$ cat src/rtl/bsc_pkg.sv
package bsc_pkg;

   typedef enum logic [2:0] {
      ST_IDLE,
      ST_CMD,
      ST_GAP,
      ST_READ,
      ST_SETTLE,
      ST_EMIT
   } bsc_state_e;

   localparam logic [3:0] NIB_SEED = 4'hA;

   // XOR fold of seven nibbles into the seed value
   function automatic logic [3:0] nib_fold(input logic [27:0] upper);
      logic [3:0] acc;
      acc = NIB_SEED;
      for (int i = 0; i < 7; i++) begin
         acc = acc ^ upper[i*4 +: 4];
      end
      return acc;
   endfunction

   // one byte through a reflected CRC-32 register
   function automatic logic [31:0] crc32_step(input logic [31:0] crc,
                                              input logic [7:0]  data,
                                              input logic [31:0] poly);
      logic [31:0] c;
      c = crc ^ {24'h000000, data};
      for (int b = 0; b < 8; b++) begin
         c = c[0] ? ((c >> 1) ^ poly) : (c >> 1);
      end
      return c;
   endfunction

endpackage

$ cat src/rtl/bsc_crc32_bytewise.sv
module bsc_crc32_bytewise
   import bsc_pkg::*;
#(
   parameter logic [31:0] POLY      = 32'hEDB88320,
   parameter bit          LSB_FIRST = 1'b1
) (
   input  logic        clk_i,
   input  logic        rst_ni,
   input  logic        clr_i,
   input  logic        load_i,
   input  logic [31:0] word_i,
   output logic        idle_o,
   output logic [31:0] crc_o
);

   logic [31:0] crc_q;
   logic [31:0] sh_q;
   logic [2:0]  cnt_q;
   logic [7:0]  feed;
   logic [31:0] sh_adv;

   generate
      if (LSB_FIRST) begin : g_lsb_first
         assign feed   = sh_q[7:0];
         assign sh_adv = {8'h00, sh_q[31:8]};
      end else begin : g_msb_first
         assign feed   = sh_q[31:24];
         assign sh_adv = {sh_q[23:0], 8'h00};
      end
   endgenerate

   always_ff @(posedge clk_i or negedge rst_ni) begin
      if (!rst_ni) begin
         crc_q <= '1;
         sh_q  <= '0;
         cnt_q <= '0;
      end else if (clr_i) begin
         crc_q <= '1;
         sh_q  <= '0;
         cnt_q <= '0;
      end else begin
         if (cnt_q != 3'd0) begin
            crc_q <= crc32_step(crc_q, feed, POLY);
            sh_q  <= sh_adv;
            cnt_q <= cnt_q - 3'd1;
         end
         if (load_i) begin
            sh_q  <= word_i;
            cnt_q <= 3'd4;
         end
      end
   end

   assign idle_o = (cnt_q == 3'd0) && !load_i;
   assign crc_o  = ~crc_q;

   // a new word may only arrive while the last byte of the previous one drains
   assert_crc_no_overrun_R6: assert property (@(posedge clk_i) disable iff (!rst_ni)
      load_i |-> (cnt_q <= 3'd1));

endmodule

$ cat config.mk
export PLATFORM = sky130hd
export DESIGN_NAME = bsc_crc32_bytewise
export DESIGN_NICKNAME = d
export VERILOG_FILES = /design/src/rtl/bsc_pkg.sv /design/src/rtl/bsc_crc32_bytewise.sv
export SDC_FILE = /design/constraint.sdc
export NUM_CORES = 1
export LEC_CHECK = 0
export CORE_UTILIZATION = 35
export DETAILED_ROUTE_END_ITERATION = 16
export PLACE_DENSITY = 0.67
export SKIP_CTS_REPAIR_TIMING = 1
export SKIP_LAST_GASP = 1
export SLEW_MARGIN = 30
export SYNTH_ARGS = -nofsm -noshare
export SYNTH_HDL_FRONTEND = slang
export SYNTH_SLANG_ARGS = --single-unit
$ cat constraint.sdc
create_clock -name clk_i -period 6.2 [get_ports clk_i]
set_clock_uncertainty 0.1 [all_clocks]
set_input_delay 1.24 -clock clk_i [delete_from_list [all_inputs] [get_ports clk_i]]
set_output_delay 1.24 -clock clk_i [all_outputs]
set_load 0.01 [all_outputs]
# Word-level counts from Yosys, hierarchy flattened
# Index checks and enable logic that the tools add are counted.
[totals]
ff_bits = 67
out_inout_bits = 33
in_bits = 36
[op_classes]
muxes = 16
reduce_logical = 6
addsub = 1
bitwise_logic = 10
[ops]
columns = ["op", "count"]
rows = [
  ["32-bit 2-to-1 mux", 13],
  ["13-bit NOT with 14-bit output", 8],
  ["32-bit NOT", 1],
  ["32-bit by 8-bit bitwise XOR with 32-bit output", 1],
  ["3-bit 2-to-1 mux", 3],
  ["3-bit nonzero test", 2],
  ["3-bit zero test", 1],
  ["3-bit by 1-bit subtractor with 3-bit output (second input constant)", 1],
  ["2-bit nonzero test", 1],
  ["1-bit logical AND", 1],
  ["1-bit zero test", 1],
]

# Depth between registers and ports, before layout
[depth]
word_depth = 19
depth_mapped = 9
depth_no_buf = 7

# Worst setup path after synthesis
# OpenSTA, ideal clock, no wires.
[synth_timing]
path_type = "input to output"
start = "input port load_i"
end = "output port idle_o"
required_time_ns = 4.860
n_path_buf = 2
slack_ns = 3.080
stages = 3
arrival_time_ns = 1.780
path_cell_list = "clkbuf_1 -> clkbuf_1 -> nor2_1"
[synth_via]
elab_chain_cells = 2
[synth_rtl]
columns = ["element", "line", "rtl"]
rows = [
  ["from (decl)", "bsc_crc32_bytewise.sv:10", "input logic load_i,"],
  ["1-bit zero test", "bsc_crc32_bytewise.sv:54", "assign idle_o = (cnt_q == 3'd0) && !load_i;"],
  ["1-bit logical AND", "bsc_crc32_bytewise.sv:54", ""],
  ["to (decl)", "bsc_crc32_bytewise.sv:12", "output logic idle_o,"],
]
# Every way passes these cells.

# Worst setup path in the final report
# Ends and elaborated chain as after synthesis.

==> summary.md <==
| Metric | Value |
|---|---|
| First-pass GRT wire length | `14660 um` |
| Rel. slew slack | `44.82%` |
| Global Route met3 Usage | `3.951%` |
| Sum Neg Setup Slack | `0 ps` |
| Mean post-synth cell area | `8.778 um2` |
| Hold WC Path Type | `register to register` |
| # DRC | `0` |
| Layout Area Growth over Synthesis | `25.97%` |
| Die area | `11410 um2` |
| Fin. max-slew vios | `0` |
| HPWL after DPL | `5908 um` |
| DR WL/cell | `13.95 um` |
| Syn nets | `476` |
| CP peak stage delay | `500 ps` |
| RSZ-0062 raised after global routing | `false` |
| Hold_sp | `crc_q[15]` |
| CP Launch Point | `load_i` |
| Worst-path maximum fanout | `68` |
| Initial DRC Count | `127` |
| Grt peak-use layer | `met2` |
| Status | `finished clean` |
| Final net count | `532` |
| Die Ht | `106.8 um` |
| Largest net degree at the start of global routing | `81` |
| Final min period | `3773 ps` |
| Cell Count, Final, Fillers Out | `635` |
| Final setup margin | `2427 ps` |
| Dpl cells | `619` |
| Pwr dens | `500.9 nW/um2` |
| Port Buffers | `68` |
| Final Util | `46.09%` |
| Reg2reg start | `crc_q[2]` |
| Total CTS buffers | `9` |
| Worst setup EP type | `primary output` |
| CTS max path bufs | `2` |
| Met2 Use GR | `26.73%` |
| DP Area | `4626 um2` |
| CTS Root Buffer Type | `clkbuf_8` |
| Syn. warnings | `0` |
| GRT overflow | `0` |
| Crit share post-route | `60.85%` |
| Vias per cell | `4.833` |
| Yosys reg bits | `67` |
| Cells after synthesis | `438` |
| Synth unique cells | `25` |
| Antenna violations before repair | `0` |
| IO Count | `69` |
| Total of max-cap violations | `0` |
| Worst Tran Pin Value | `827.8 ps` |
| Final wirelength | `8856 um` |
| TritonRoute pass-1 iters | `4` |
| CP Data Required Time | `4860 ps` |
| Ant. Diodes | `0` |
| DP Worst Slack | `2430 ps` |
| Die Wd | `106.8 um` |
| Starting Density | `36.59%` |
| Final setup fails | `0` |
| Final hold vios | `0` |
| Rows | `37` |
| Fmax | `265.0 MHz` |
| H-tree Lvls | `3` |
| Placeable Area | `10510 um2` |
| Reg clk slew, reported paths | `70 ps` |
| CP Launch Type | `input port` |
| Synth top area cells | `dfrtp_1 23%, dfstp_2 22%, xnor2_1 13%, a21oi_1 9.0%, nand2_1 7.2%` |
| GR Layer Usage met1 | `22.26%` |
| Worst skew pair latency | `350 ps` |
| Critical setup path kind | `input port to primary output` |
| Crit-path cells | `buf_2 > buf_4 > nor2_1 > clkdlybuf4s50_1` |
| CTS Sinks | `67` |
| Slowest CP cell | `clkdlybuf4s50_1` |
| Leak pwr | `2.081 nW` |
| Sequential fraction of the synthesis area | `44.65%` |
| Post-Syn Area | `3845 um2` |
| Gpl congestion | `0.8004` |
| Tot GR Track Use | `16.52%` |
| IR drop worst, VDD | `0.2181 mV` |
| Finished Cell Area | `4843 um2` |
| Worst Path Arrival | `2430 ps` |
| Synth top area share | `22.78%` |
| Layout cells sized above 1 | `13.43%` |
| CTS tree | `built` |
| Final antenna-violating net count | `0` |
| Synth area leader | `dfrtp_1` |
| Number of global-route vias before repair | `2966` |
| DR vias | `3069` |
==> synthesized netlist by cell type (all sizes together) <==
master	n
nor2b	1
a2111oi	1
dfrtp	35
xnor3	1
o21ai	10
or3	1
xnor2	67
inv	36
nor2	48
dfstp	32
nor3	6
a21o	1
nand2	74
clkbuf	28
a211o	1
nand2b	1
ha	2
xor2	8
o211ai	16
a21oi	69
==> per-layer routing <==
layer,vias to the layer above,routed length [um]
li1,1505,-
met1,1457,4145
met2,96,4109
met3,11,484
met4,0,116
met5,-,0
==> where the power goes <==
| part | switching (W) | total, W | internal, W |
|---|---|---|---|
| logic | 0.000660 | 0.00135 | 0.000689 |
| clock network | 0.000166 | 0.000401 | 0.000235 |
| registers | 0.0000864 | 0.000676 | 0.000590 |
==> kinds of logic after synthesis <==
family / count (synthesis) / share of synthesized area, %
compound gates: 98 / 14.06
flops: 67 / 44.65
buf+inv: 64 / 6.248
simple gates: 131 / 13.18
fa+ha+maj: 2 / 0.6507
xor+xnor: 76 / 21.22
==> cell usage in the layout, fill, tap and decap left out <==
cell type,instances
a2111oi_0,1
xnor2_2,7
dfstp_2,32
clkinvlp_4,1
xor2_1,6
xor2_4,1
o21ai_1,6
nand2_1,74
buf_4,5
bufinv_16,2
nor2_1,48
nand2b_1,1
clkbuf_8,10
dfrtp_1,35
o21ai_0,4
a21oi_1,69
or3_1,1
buf_2,2
o211ai_1,16
clkbuf_1,1
nor2b_4,1
clkinv_1,1
xnor3_2,1
inv_1,36
clkdlybuf4s50_1,66
xnor2_1,57
a21o_1,1
a211o_1,1
xor2_2,1
nor3_1,6
ha_1,2
xnor2_4,3
clkinv_2,1
==> layout make-up <==
type	instances	area (um2)
Multi-Input combinational cell	307	1896
Clock buffer	11	141.4
Timing Repair Buffer	73	708.2
Sequential cell	67	1717
Clock inverter	5	76.32
Fill cell	1023	5665
Tap cell	136	170.2
Inverter	36	135.1
==> stage by stage <==
| stage | total power [W] | hold slack [ps] |
|---|---|---|
| floorplan | 0.001673 | 378.1 |
| detailed placement | 0.002039 | 392.1 |
| finish | 0.002426 | 399.9 |
| global placement | 0.002021 | 386.2 |
| CTS | 0.002449 | 402.3 |
| global route | 0.002595 | 418.9 |
==> worst paths after layout <==
kind,end,slack (ps),depth (start not counted)
worst max-delay path,idle_o,2430,4
worst min-delay path,crc_q[15],400,2
worst max register to register,crc_q[25],4080,5
worst min register to register,crc_q[15],400,2
max in group asynchronous,sh_q[4],4490,2
min in group asynchronous,sh_q[9],990,2
==> worst max-delay path, delay by kind of cell <==
kind	cells	cell delay [ps]
buffers and inverters	3	1060
and+or+nand+nor	1	110
==> registers in the layout, indices dropped and copies added, names as in the netlist <==
signal	count
crc_q	32
sh_q	32
cnt_q	3
No activity file was read; power rests on OpenSTA's default activity.
